`src/rtl/kp_pkg.sv`:
```
package kp_pkg;

  typedef enum logic [2:0] {
    ST_IDLE,
    ST_PICK,
    ST_VERD,
    ST_SCAN,
    ST_DONE
  } kp_state_e;

  // index width that never collapses to zero bits
  function automatic int unsigned idx_w(input int unsigned n);
    return (n > 1) ? $clog2(n) : 1;
  endfunction

endpackage

```
`src/rtl/kp_pick.sv`:
```
module kp_pick #(
  parameter int unsigned NUM_KERNELS = 8,
  parameter int unsigned NUM_SLOTS   = 3,
  parameter int unsigned TYPE_W      = 3,
  localparam int unsigned KID_W      = kp_pkg::idx_w(NUM_KERNELS),
  localparam int unsigned SLOT_W     = kp_pkg::idx_w(NUM_SLOTS)
) (
  input  logic [NUM_KERNELS-1:0]        ready_i,
  input  logic [NUM_KERNELS*TYPE_W-1:0] kind_i,
  input  logic                          prefer_i,
  input  logic [NUM_SLOTS-1:0]          slot_vld_i,
  input  logic [NUM_SLOTS*TYPE_W-1:0]   slot_type_i,
  output logic                          found_o,
  output logic [KID_W-1:0]              kid_o,
  output logic [TYPE_W-1:0]             type_o,
  output logic                          resident_o,
  output logic [SLOT_W-1:0]             res_slot_o
);

  logic [NUM_KERNELS-1:0] is_res;
  logic                   any_res;
  logic [KID_W-1:0]       kid_plain;
  logic [KID_W-1:0]       kid_res;

  always_comb begin
    for (int k = 0; k < NUM_KERNELS; k++) begin
      is_res[k] = 1'b0;
      for (int s = 0; s < NUM_SLOTS; s++) begin
        if (slot_vld_i[s] && (slot_type_i[s*TYPE_W +: TYPE_W] == kind_i[k*TYPE_W +: TYPE_W]))
          is_res[k] = 1'b1;
      end
    end
  end

  // descending scan so the lowest index is the last one written
  always_comb begin
    found_o   = 1'b0;
    any_res   = 1'b0;
    kid_plain = '0;
    kid_res   = '0;
    for (int k = NUM_KERNELS - 1; k >= 0; k--) begin
      if (ready_i[k]) begin
        found_o   = 1'b1;
        kid_plain = KID_W'(k);
      end
      if (ready_i[k] && is_res[k]) begin
        any_res = 1'b1;
        kid_res = KID_W'(k);
      end
    end
  end

  assign kid_o      = (prefer_i && any_res) ? kid_res : kid_plain;
  assign type_o     = kind_i[int'(kid_o)*TYPE_W +: TYPE_W];
  assign resident_o = is_res[kid_o];

  always_comb begin
    res_slot_o = '0;
    for (int s = NUM_SLOTS - 1; s >= 0; s--) begin
      if (slot_vld_i[s] && (slot_type_i[s*TYPE_W +: TYPE_W] == type_o))
        res_slot_o = SLOT_W'(s);
    end
  end

endmodule

```
`src/rtl/kp_verdict.sv`:
```
module kp_verdict #(
  parameter int unsigned TW = 32
) (
  input  logic [TW-1:0] host_i,
  input  logic [TW-1:0] fab_i,
  input  logic [TW-1:0] rcfg_i,
  input  logic [TW-1:0] comm_i,
  input  logic          resident_i,
  output logic          fabric_o,
  output logic          load_o
);

  logic [TW-1:0] rcfg_eff;
  logic [TW+1:0] raw_sum;
  logic [TW-1:0] ovh;

  assign rcfg_eff = resident_i ? '0 : rcfg_i;
  assign raw_sum  = {2'b00, rcfg_eff} + {2'b00, comm_i} + {2'b00, fab_i};
  // clamp instead of wrap
  assign ovh      = (|raw_sum[TW+1:TW]) ? {TW{1'b1}} : raw_sum[TW-1:0];
  // tie goes to the host
  assign fabric_o = host_i > ovh;
  assign load_o   = fabric_o && (rcfg_eff != '0);

endmodule

```
`src/rtl/kp_slot_table.sv`:
```
module kp_slot_table #(
  parameter int unsigned NUM_SLOTS = 3,
  parameter int unsigned TYPE_W    = 3,
  localparam int unsigned SLOT_W   = kp_pkg::idx_w(NUM_SLOTS)
) (
  input  logic                        clk_i,
  input  logic                        rst_ni,
  input  logic                        load_en_i,
  input  logic [SLOT_W-1:0]           load_slot_i,
  input  logic [TYPE_W-1:0]           load_type_i,
  output logic [NUM_SLOTS-1:0]        slot_vld_o,
  output logic [NUM_SLOTS*TYPE_W-1:0] slot_type_o,
  output logic                        any_free_o,
  output logic [SLOT_W-1:0]           first_free_o,
  output logic [SLOT_W-1:0]           oldest_o
);

  // age 0 = most recent load; valid slots hold distinct ages
  logic [SLOT_W-1:0] age_q [NUM_SLOTS];
  logic [SLOT_W-1:0] sel_age;
  logic              sel_vld;

  assign sel_age = age_q[load_slot_i];
  assign sel_vld = slot_vld_o[load_slot_i];

  for (genvar s = 0; s < NUM_SLOTS; s++) begin : g_slot
    logic              vld_d;
    logic [TYPE_W-1:0] type_d;
    logic [TYPE_W-1:0] type_q;
    logic [SLOT_W-1:0] age_d;

    always_comb begin
      vld_d  = slot_vld_o[s];
      type_d = type_q;
      age_d  = age_q[s];
      if (load_en_i) begin
        if (load_slot_i == SLOT_W'(s)) begin
          vld_d  = 1'b1;
          type_d = load_type_i;
          age_d  = '0;
        end else if (slot_vld_o[s] && (!sel_vld || (age_q[s] < sel_age))) begin
          age_d = age_q[s] + 1'b1;
        end
      end
    end

    always_ff @(posedge clk_i or negedge rst_ni) begin
      if (!rst_ni) begin
        slot_vld_o[s] <= 1'b0;
        type_q        <= '0;
        age_q[s]      <= '0;
      end else if (load_en_i) begin
        slot_vld_o[s] <= vld_d;
        type_q        <= type_d;
        age_q[s]      <= age_d;
      end
    end

    assign slot_type_o[s*TYPE_W +: TYPE_W] = type_q;
  end

  always_comb begin
    any_free_o   = 1'b0;
    first_free_o = '0;
    oldest_o     = '0;
    for (int s = NUM_SLOTS - 1; s >= 0; s--) begin
      if (!slot_vld_o[s]) begin
        any_free_o   = 1'b1;
        first_free_o = SLOT_W'(s);
      end
    end
    for (int s = NUM_SLOTS - 1; s >= 0; s--) begin
      if (slot_vld_o[s] && (age_q[s] >= age_q[oldest_o] || !slot_vld_o[oldest_o]))
        oldest_o = SLOT_W'(s);
    end
  end

  // a load marks its slot occupied with the requested type
  a_r10_load_marks_slot: assert property (@(posedge clk_i) disable iff (!rst_ni)
    load_en_i |=> slot_vld_o[$past(load_slot_i)] &&
                  (slot_type_o[int'($past(load_slot_i))*TYPE_W +: TYPE_W] == $past(load_type_i)));

  // slot state only changes on a load
  a_r10_state_held: assert property (@(posedge clk_i) disable iff (!rst_ni)
    !load_en_i |=> $stable(slot_vld_o) && $stable(slot_type_o));

endmodule

```
`src/rtl/kernel_placer.sv`:
```
module kernel_placer #(
  parameter int unsigned NUM_KERNELS = 8,
  parameter int unsigned NUM_TYPES   = 8,
  parameter int unsigned NUM_SLOTS   = 3,
  parameter int unsigned LOOK_W      = 3,
  parameter int unsigned TW          = 32,
  localparam int unsigned TYPE_W     = kp_pkg::idx_w(NUM_TYPES),
  localparam int unsigned KID_W      = kp_pkg::idx_w(NUM_KERNELS),
  localparam int unsigned SLOT_W     = kp_pkg::idx_w(NUM_SLOTS)
) (
  input  logic                          clk_i,
  input  logic                          rst_ni,
  input  logic                          start_valid_i,
  output logic                          start_ready_o,
  input  logic                          mode_prefer_res_i,
  input  logic [NUM_KERNELS-1:0]        ready_map_i,
  input  logic [NUM_KERNELS*TYPE_W-1:0] kind_map_i,
  input  logic [NUM_TYPES*TW-1:0]       host_time_i,
  input  logic [NUM_TYPES*TW-1:0]       fab_time_i,
  input  logic [NUM_TYPES*TW-1:0]       rcfg_time_i,
  input  logic [NUM_TYPES*TW-1:0]       comm_time_i,
  input  logic [LOOK_W*TYPE_W-1:0]      ahead_type_i,
  input  logic [LOOK_W-1:0]             ahead_vld_i,
  output logic                          res_valid_o,
  input  logic                          res_ready_i,
  output logic                          res_none_o,
  output logic [KID_W-1:0]              res_kernel_o,
  output logic                          res_fabric_o,
  output logic [SLOT_W-1:0]             res_slot_o,
  output logic                          res_reconfig_o
);
  import kp_pkg::*;

  localparam int unsigned CNT_W     = $clog2(NUM_SLOTS + 4);
  localparam logic [SLOT_W-1:0] LAST = SLOT_W'(NUM_SLOTS - 1);

  // reset: asserted asynchronously, released on the clock
  logic rst_meta_q, rst_n;
  always_ff @(posedge clk_i or negedge rst_ni) begin
    if (!rst_ni) begin
      rst_meta_q <= 1'b0;
      rst_n      <= 1'b0;
    end else begin
      rst_meta_q <= 1'b1;
      rst_n      <= rst_meta_q;
    end
  end

  kp_state_e state_q, state_d;
  logic      accept;
  assign start_ready_o = (state_q == ST_IDLE);
  assign res_valid_o   = (state_q == ST_DONE);
  assign accept        = start_valid_i && start_ready_o;

  // request capture, enabled only on the accepting edge
  logic                          lat_mode_q;
  logic [NUM_KERNELS-1:0]        lat_ready_q;
  logic [NUM_KERNELS*TYPE_W-1:0] lat_kind_q;
  logic [NUM_TYPES*TW-1:0]       lat_host_q, lat_fab_q, lat_rcfg_q, lat_comm_q;
  logic [LOOK_W*TYPE_W-1:0]      lat_aty_q;
  logic [LOOK_W-1:0]             lat_avld_q;

  always_ff @(posedge clk_i) begin
    if (accept) begin
      lat_mode_q  <= mode_prefer_res_i;
      lat_ready_q <= ready_map_i;
      lat_kind_q  <= kind_map_i;
      lat_host_q  <= host_time_i;
      lat_fab_q   <= fab_time_i;
      lat_rcfg_q  <= rcfg_time_i;
      lat_comm_q  <= comm_time_i;
      lat_aty_q   <= ahead_type_i;
      lat_avld_q  <= ahead_vld_i;
    end
  end

  // slot record
  logic [NUM_SLOTS-1:0]        slot_vld;
  logic [NUM_SLOTS*TYPE_W-1:0] slot_type;
  logic                        any_free;
  logic [SLOT_W-1:0]           first_free, oldest;
  logic                        load_en;
  logic [SLOT_W-1:0]           load_slot;
  logic [TYPE_W-1:0]           p_type_q, p_type_d;

  kp_slot_table #(.NUM_SLOTS(NUM_SLOTS), .TYPE_W(TYPE_W)) i_slots (
    .clk_i        (clk_i),
    .rst_ni       (rst_n),
    .load_en_i    (load_en),
    .load_slot_i  (load_slot),
    .load_type_i  (p_type_q),
    .slot_vld_o   (slot_vld),
    .slot_type_o  (slot_type),
    .any_free_o   (any_free),
    .first_free_o (first_free),
    .oldest_o     (oldest)
  );

  // kernel selection
  logic              pk_found, pk_res;
  logic [KID_W-1:0]  pk_kid;
  logic [TYPE_W-1:0] pk_type;
  logic [SLOT_W-1:0] pk_rslot;

  kp_pick #(.NUM_KERNELS(NUM_KERNELS), .NUM_SLOTS(NUM_SLOTS), .TYPE_W(TYPE_W)) i_pick (
    .ready_i     (lat_ready_q),
    .kind_i      (lat_kind_q),
    .prefer_i    (lat_mode_q),
    .slot_vld_i  (slot_vld),
    .slot_type_i (slot_type),
    .found_o     (pk_found),
    .kid_o       (pk_kid),
    .type_o      (pk_type),
    .resident_o  (pk_res),
    .res_slot_o  (pk_rslot)
  );

  logic              p_found_q, p_found_d, p_res_q, p_res_d;
  logic [KID_W-1:0]  p_kid_q, p_kid_d;
  logic [SLOT_W-1:0] p_rslot_q, p_rslot_d;

  // verdict
  logic v_fab, v_load;
  kp_verdict #(.TW(TW)) i_verdict (
    .host_i     (lat_host_q[int'(p_type_q)*TW +: TW]),
    .fab_i      (lat_fab_q[int'(p_type_q)*TW +: TW]),
    .rcfg_i     (lat_rcfg_q[int'(p_type_q)*TW +: TW]),
    .comm_i     (lat_comm_q[int'(p_type_q)*TW +: TW]),
    .resident_i (p_res_q),
    .fabric_o   (v_fab),
    .load_o     (v_load)
  );

  // lookahead match for the slot under scan
  logic [SLOT_W-1:0] scan_q, scan_d;
  logic [TYPE_W-1:0] scan_type;
  logic [LOOK_W-1:0] ahead_hit;
  assign scan_type = slot_type[int'(scan_q)*TYPE_W +: TYPE_W];

  for (genvar w = 0; w < LOOK_W; w++) begin : g_ahead
    assign ahead_hit[w] = lat_avld_q[w] && (lat_aty_q[w*TYPE_W +: TYPE_W] == scan_type);
  end

  logic              r_none_q, r_none_d, r_fab_q, r_fab_d, r_rcfg_q, r_rcfg_d;
  logic [KID_W-1:0]  r_kid_q, r_kid_d;
  logic [SLOT_W-1:0] r_slot_q, r_slot_d;
  logic [CNT_W-1:0]  busy_q, busy_d;

  always_comb begin
    state_d   = state_q;
    scan_d    = scan_q;
    busy_d    = busy_q;
    p_found_d = p_found_q;
    p_res_d   = p_res_q;
    p_kid_d   = p_kid_q;
    p_type_d  = p_type_q;
    p_rslot_d = p_rslot_q;
    r_none_d  = r_none_q;
    r_fab_d   = r_fab_q;
    r_rcfg_d  = r_rcfg_q;
    r_kid_d   = r_kid_q;
    r_slot_d  = r_slot_q;
    load_en   = 1'b0;
    load_slot = '0;
    unique case (state_q)
      ST_IDLE: begin
        if (start_valid_i) begin
          state_d = ST_PICK;
          busy_d  = '0;
        end
      end
      ST_PICK: begin
        p_found_d = pk_found;
        p_res_d   = pk_res;
        p_kid_d   = pk_kid;
        p_type_d  = pk_type;
        p_rslot_d = pk_rslot;
        busy_d    = busy_q + 1'b1;
        state_d   = ST_VERD;
      end
      ST_VERD: begin
        busy_d   = busy_q + 1'b1;
        r_kid_d  = p_kid_q;
        r_none_d = !p_found_q;
        r_fab_d  = 1'b0;
        r_rcfg_d = 1'b0;
        r_slot_d = '0;
        state_d  = ST_DONE;
        if (p_found_q && v_fab) begin
          r_fab_d  = 1'b1;
          r_rcfg_d = v_load;
          if (p_res_q) begin
            r_slot_d = p_rslot_q;
          end else if (any_free) begin
            r_slot_d  = first_free;
            load_en   = 1'b1;
            load_slot = first_free;
          end else begin
            scan_d  = '0;
            state_d = ST_SCAN;
          end
        end
      end
      ST_SCAN: begin
        busy_d = busy_q + 1'b1;
        if (!(|ahead_hit)) begin
          r_slot_d  = scan_q;
          load_en   = 1'b1;
          load_slot = scan_q;
          state_d   = ST_DONE;
        end else if (scan_q == LAST) begin
          r_slot_d  = oldest;
          load_en   = 1'b1;
          load_slot = oldest;
          state_d   = ST_DONE;
        end else begin
          scan_d = scan_q + 1'b1;
        end
      end
      ST_DONE: begin
        if (res_ready_i) state_d = ST_IDLE;
      end
      default: state_d = ST_IDLE;
    endcase
  end

  always_ff @(posedge clk_i or negedge rst_n) begin
    if (!rst_n) begin
      state_q   <= ST_IDLE;
      scan_q    <= '0;
      busy_q    <= '0;
      p_found_q <= 1'b0;
      p_res_q   <= 1'b0;
      p_kid_q   <= '0;
      p_type_q  <= '0;
      p_rslot_q <= '0;
      r_none_q  <= 1'b0;
      r_fab_q   <= 1'b0;
      r_rcfg_q  <= 1'b0;
      r_kid_q   <= '0;
      r_slot_q  <= '0;
    end else begin
      state_q   <= state_d;
      scan_q    <= scan_d;
      busy_q    <= busy_d;
      p_found_q <= p_found_d;
      p_res_q   <= p_res_d;
      p_kid_q   <= p_kid_d;
      p_type_q  <= p_type_d;
      p_rslot_q <= p_rslot_d;
      r_none_q  <= r_none_d;
      r_fab_q   <= r_fab_d;
      r_rcfg_q  <= r_rcfg_d;
      r_kid_q   <= r_kid_d;
      r_slot_q  <= r_slot_d;
    end
  end

  assign res_none_o     = r_none_q;
  assign res_fabric_o   = r_fab_q;
  assign res_reconfig_o = r_rcfg_q;
  assign res_kernel_o   = r_kid_q;
  assign res_slot_o     = r_slot_q;

  // reconfiguration is only requested with a fabric verdict
  a_r6_reconfig_needs_fabric: assert property (@(posedge clk_i) disable iff (!rst_n)
    (res_valid_o && res_reconfig_o) |-> res_fabric_o);

  // an empty pick reports a host verdict without reconfiguration
  a_r1_none_is_host: assert property (@(posedge clk_i) disable iff (!rst_n)
    (res_valid_o && res_none_o) |-> (!res_fabric_o && !res_reconfig_o));

  // result held until taken
  a_r11_result_held: assert property (@(posedge clk_i) disable iff (!rst_n)
    (res_valid_o && !res_ready_i) |=> (res_valid_o && $stable(res_kernel_o) &&
      $stable(res_fabric_o) && $stable(res_slot_o) && $stable(res_reconfig_o) &&
      $stable(res_none_o)));

  // decision window bounded by the slot count
  a_r12_bounded_latency: assert property (@(posedge clk_i) disable iff (!rst_n)
    (state_q != ST_IDLE && state_q != ST_DONE) |-> (busy_q <= CNT_W'(NUM_SLOTS + 1)));

  // slot index within range on a fabric verdict
  a_r7_slot_in_range: assert property (@(posedge clk_i) disable iff (!rst_n)
    (res_valid_o && res_fabric_o) |-> (int'(res_slot_o) < NUM_SLOTS));

endmodule

```
`config.mk`:
```
export PLATFORM = sky130hd
export DESIGN_NAME = kernel_placer
export DESIGN_NICKNAME = d
export VERILOG_FILES = /design/src/rtl/kp_pkg.sv /design/src/rtl/kp_pick.sv /design/src/rtl/kp_verdict.sv /design/src/rtl/kp_slot_table.sv /design/src/rtl/kernel_placer.sv
export SDC_FILE = /design/constraint.sdc
export NUM_CORES = 1
export LEC_CHECK = 0
export BUFFER_PORTS_ARGS = -buffer_cell sky130_fd_sc_hd__buf_2
export CAP_MARGIN = 20
export CORE_AREA = 10 10 416 418
export DETAILED_ROUTE_END_ITERATION = 7
export DIE_AREA = 0 0 426 428
export HOLD_SLACK_MARGIN = 0.15
export MAX_ROUTING_LAYER = met4
export PLACE_DENSITY_LB_ADDON = 0.15
export SLEW_MARGIN = 30
export SYNTH_ARGS = -nofsm -noshare
export SYNTH_HDL_FRONTEND = slang
export SYNTH_HIERARCHICAL = 1
export SYNTH_SLANG_ARGS = --single-unit
```
`constraint.sdc`:
```
create_clock -name clk_i -period 2.6 [get_ports clk_i]
set_input_delay 0.26 -clock clk_i [delete_from_list [all_inputs] [get_ports clk_i]]
set_output_delay 0.26 -clock clk_i [all_outputs]
set_load 0.05 [all_outputs]
```
==> results of run 1 <==
## cell families after synthesis
family | count (synthesis) | synth area share (%)
xor+xnor | 115 | 2.11
flops | 1112 | 69.3
mux | 453 | 16.6
simple gates | 314 | 3.64
other cells | 1 | 0.00784
buf+inv | 159 | 1.67
compound gates | 222 | 3.35
fa+ha+maj | 106 | 3.29
## per-stage QoR
stage	util, %	area [µm²]	worst slack, ps
floorplan	-	47900	-6310
global placement	35.9	59100	-5980
detailed placement	35.9	59100	-6050
==> impl_summary.txt, run 1 <==
----------------------------------------------------
[Outcome]
  Run status ... stopped before the end
  Halt point of the flow ... clock tree synthesis (4_1_cts)
  Error message ... [ERROR RSZ-0060] Max buffer count reached.

[Logic synthesis]
  Yosys Warn Count ... 6
  Synthesized netlist cell count ... 2482
  Number of enable-type register cells in the synthesized netlist ... 1069
  Largest cells by area after synthesis ... sky130_fd_sc_hd__edfxtp_1 (67%), sky130_fd_sc_hd__mux4_2 (12%), sky130_fd_sc_hd__mux2_2 (3.6%), sky130_fd_sc_hd__dfrtp_1 (2.2%), sky130_fd_sc_hd__ha_1 (1.9%)
  Flop and latch count out of synthesis ... 1112
  Most area-hungry cell type in the Yosys netlist ... sky130_fd_sc_hd__edfxtp_1
  Ranking of synthesized cells by instance count ... sky130_fd_sc_hd__edfxtp_1 (1069), sky130_fd_sc_hd__mux4_2 (256), sky130_fd_sc_hd__mux2_2 (154), sky130_fd_sc_hd__xnor2_1 (96), sky130_fd_sc_hd__ha_1 (73)
  Top flip-flop cell by instance count after synthesis ... sky130_fd_sc_hd__edfxtp_1
  Most repeated cell in the gate-level netlist after synthesis ... sky130_fd_sc_hd__edfxtp_1
  Portion of the post-synthesis area used by sequential elements ... 69.3%
  Fraction of synthesized cell area taken by the top area cell type ... 67.1%
  Cell area after synthesis ... 47800 µm²
  Syn_nets ... 3661
  Count of cell types in the netlist ... 95
  Synthesized area divided by synthesized cell count ... 19.3 µm²
  Share of flip-flops with an asynchronous set or reset ... 3.87%

[Placement]
  I/O Buffers ... 1082
  Detailed-placement wirelength estimate ... 147 mm
  Number of cells in the design after placement ... 6044
  Last weighted congestion value of the routability-driven placer ... 0.848

[CTS]
  Maximum number of buffers from clock root to sink ... 3
  Number of H-tree levels ... 4
  Post-CTS setup buffer count ... 58
  CTS Root Buffer Type ... sky130_fd_sc_hd__clkbuf_16
  Hold buffer count at CTS ... 1268
  PostCTS Resize Cnt ... 204
  Num CTS Buffers ... 131
  # clock sinks ... 1112

[Floorplanning]
  Starting density of the core ... 29.1%
  Total I/O pin count ... 1083
  Die extent in x ... 426 µm
  Vert. Die Dim ... 428 µm
  Row cnt ... 149

----------------------------------------------------
==> inputs of run 2 (changes only) <==
Settings changed: CORE_AREA 10 10 416 418 to 10 10 410 412, DIE_AREA 0 0 426 428 to 0 0 420 422, HOLD_SLACK_MARGIN 0.15 to not set, MAX_ROUTING_LAYER met4 to not set.
==> run 2 against run 1 <==
The flow now finishes, with violations (setup timing). Area after synthesis is the same. Synthesized cell count is the same.
==> impl_summary.txt, run 2 <==
----------------------------------------------------
[Outcome]
  Run status ... finished with violations
  Violations in the final reports ... setup timing

[Power]
  Final Power ... 131000 µW
  Max VDD drop ... 2.82 mV
  Share of total power in the clock network ... 13.5%
  Reg power frac ... 20.9%
  Design internal power ... 78400 µW
  Logic pwr share ... 65.6%
  LEAKAGE ... 0.0294 µW
  Power density over the cells ... 1720 nW/µm²
  Sw frac ... 40.1%
  Sw power ... 52500 µW

[Logic synthesis]
  Most repeated cell in the gate-level netlist after synthesis ... sky130_fd_sc_hd__edfxtp_1
  Cell area after synthesis ... 47800 µm²
  Yosys Warn Count ... 6
  Number of enable-type register cells in the synthesized netlist ... 1069
  Synthesized area divided by synthesized cell count ... 19.3 µm²
  Portion of the post-synthesis area used by sequential elements ... 69.3%
  Top flip-flop cell by instance count after synthesis ... sky130_fd_sc_hd__edfxtp_1
  Largest cells by area after synthesis ... sky130_fd_sc_hd__edfxtp_1 (67%), sky130_fd_sc_hd__mux4_2 (12%), sky130_fd_sc_hd__mux2_2 (3.6%), sky130_fd_sc_hd__dfrtp_1 (2.2%), sky130_fd_sc_hd__ha_1 (1.9%)
  Ranking of synthesized cells by instance count ... sky130_fd_sc_hd__edfxtp_1 (1069), sky130_fd_sc_hd__mux4_2 (256), sky130_fd_sc_hd__mux2_2 (154), sky130_fd_sc_hd__xnor2_1 (96), sky130_fd_sc_hd__ha_1 (73)
  Syn_nets ... 3661
  Share of flip-flops with an asynchronous set or reset ... 3.87%
  Most area-hungry cell type in the Yosys netlist ... sky130_fd_sc_hd__edfxtp_1
  Synthesized netlist cell count ... 2482
  Count of cell types in the netlist ... 95
  Fraction of synthesized cell area taken by the top area cell type ... 67.1%
  Flop and latch count out of synthesis ... 1112

[Drt]
  Met3 wire len ... 9.72 mm
  Top Layer Used ... met4
  Vias ... 34440
  Routed met1 length ... 77.1 mm
  DR WL met2 ... 98.2 mm
  Antenna Violating Nets Remaining ... 0
  Wirelength, routed ... 191 mm
  Number of design-rule violations left by the first detailed-router iteration ... 2523
  Remaining DRCs ... 0
  Number of search-and-repair iterations in the first detailed-routing pass ... 5
  Routed length per instance ... 25.8 µm
  Vias per cell ... 4.66

[CTS]
  Num CTS Buffers ... 130
  Clock slew seen by the registers of the worst setup and hold paths ... 60 ps
  TritonCTS clock tree ... done
  CTS Root Buffer Type ... sky130_fd_sc_hd__clkbuf_16
  Maximum number of buffers from clock root to sink ... 3
  Clock Latency Late Sink ... 800 ps
  # clock sinks ... 1112
  Number of H-tree levels ... 4

[Setup path]
  Maximum fanout count along the critical path ... 7
  CP Launch Point ... p_type_q[0]
  Critical Setup Path Class ... reg2reg
  Crit path DAT ... 8670 ps
  Max stage delay cell, worst path ... sky130_fd_sc_hd__dfrtp_4
  Nature of the critical path startpoint ... flop
  Register-to-Register Path Depth ... 39
  Max incr delay on CP ... 530 ps
  Reg2reg start ... p_type_q[0]
  Data required time at the worst endpoint ... 3250 ps
  Element type at the critical path end ... flop

[STA]
  Unrepaired setup endpoints after global routing ... true
  Final-layout setup total negative slack ... -132650 ps
  Total setup violations reported at the end of the flow ... 36
  Number of hold violations in the final report ... 0
  Post-layout worst setup margin ... -5420 ps
  Slew at the pin with the worst max-slew slack ... 846 ps
  Headroom to the max-slew limit ... 43.6%
  Hold Slack ... 130 ps
  Final critical delay including setup and external delays ... 8020 ps
  Final setup skew ... 52.2 ps
  Fin crit share ... 308%
  Max frequency ... 125 MHz
  Slew Viols, Final ... 0

[Global route]
  Initial antenna violation count ... 69
  Global Route Usage Sum ... 21.1%
  Total congestion overflow ... 0
  Pin count of the biggest net entering global routing ... 88
  Global-route wire length before repair ... 272 mm
  Number of global-route vias before repair ... 38622

[Placement]
  Post-DP Area ... 58800 µm²
  Number of cells in the design after placement ... 5917
  Detailed-placement wirelength estimate ... 143 mm
  I/O Buffers ... 1082
  Last weighted congestion value of the routability-driven placer ... 0.837

[Floorplanning]
  Vert. Die Dim ... 422 µm
  Die outline area ... 177000 µm²
  Die extent in x ... 420 µm
  Row cnt ... 147
  Starting density of the core ... 29.9%
  Total I/O pin count ... 1083
  Core area ... 160000 µm²

[Finish]
  Post-route insts no fill ... 7391
  Final #Nets ... 6316
  Area grow syn2layout ... 59.4%
  Leading cell types in the layout, fill and taps excluded ... sky130_fd_sc_hd__buf_2 (1082), sky130_fd_sc_hd__dlygate4sd3_1 (1072), sky130_fd_sc_hd__edfxtp_1 (1069)
  Fraction of final layout cells with drive strength greater than 1 ... 45.2%
  Fillcell total ... 13662
  Leading cell type in the layout, fill and taps excluded ... sky130_fd_sc_hd__buf_2
  Post-route cell area ... 76300 µm²

[Hold path]
  Hold crit path type ... in2reg
  Number of cells traversed by the worst hold path ... 3
  Min-delay src ... start_valid_i

[Run]
  Number of max-capacitance violations reported ... 0

----------------------------------------------------
[run 2: critical path, delay by kind of cell, from the launching register on]
family	cells	cell delay, ps
flops	1	530
buf+inv	7	990
mux	5	1570
compound gates	16	2710
fa+ha+maj	5	1450
simple gates	6	620
[run 2: cells by family (layout without fill, tap and decap cells)]
group	count (synthesis)	count (layout)	share of synthesized area, %
xor+xnor	115	115	2.11
fa+ha+maj	106	106	3.29
simple gates	314	314	3.64
buf+inv	159	2913	1.67
flops	1112	1112	69.3
other cells	1	70	0.00784
mux	453	453	16.6
compound gates	222	222	3.35
[run 2: cell type report]
class	count	area (µm²)	area share (%)
Tap cell	2086	2610	3.42
Multi-Input combinational cell	1211	15100	19.8
Clock inverter	76	732	0.960
Clock buffer	155	3360	4.40
Timing Repair Buffer	2651	21000	27.5
Sequential cell	1112	33200	43.5
Antenna cell	69	173	0.226
Inverter	31	129	0.169
[run 2: routing by layer]
metal,track usage (%),vias up
li1,-,15484
met1,25.9,17328
met2,36.8,1285
met3,4.28,343
met4,7.04,0
met5,0,-
[run 2: power groups by stage]
stage | clock [µW] | combinational [µW] | sequential, µW
after detailed placement | 0 | 71300 | 27700
after CTS | 18000 | 83300 | 27400
after global placement | 0 | 71300 | 27700
final | 17600 | 85900 | 27400
after floorplan | 0 | 34700 | 24300
after global routing | 18800 | 93700 | 27800
[run 2: final timing paths]
kind                                    end  slack (ps)
max                        i_slots/age_q[2]       -5420
min                          lat_fab_q[121]         130
max reg2reg                i_slots/age_q[2]       -5420
min reg2reg                i_slots/age_q[1]         210
max in group asynchronous        p_kid_q[1]        1640
min in group asynchronous  i_slots/age_q[1]         210
[run 2: repair_timing]
item | in CTS | in global routing
pin swaps | 53 | 61
resized for setup | 198 | 123
hold endpoints to repair | 1072 | 0
setup endpoints to repair | 35 | 36
hold buffers | 1072 | 0
setup buffers | 62 | 43
cloned | 6 | 2
[run 2: metrics by stage]
stage	util (%)	setup WS [ps]
3_5_place_dp	36.8	-6540
3_3_place_gp	36.8	-6320
4_1_cts	47.0	-5450
2_1_floorplan	-	-6310
5_1_grt	47.7	-5820
6_report	47.7	-5420
No activity file was read; power rests on OpenSTA's default activity.
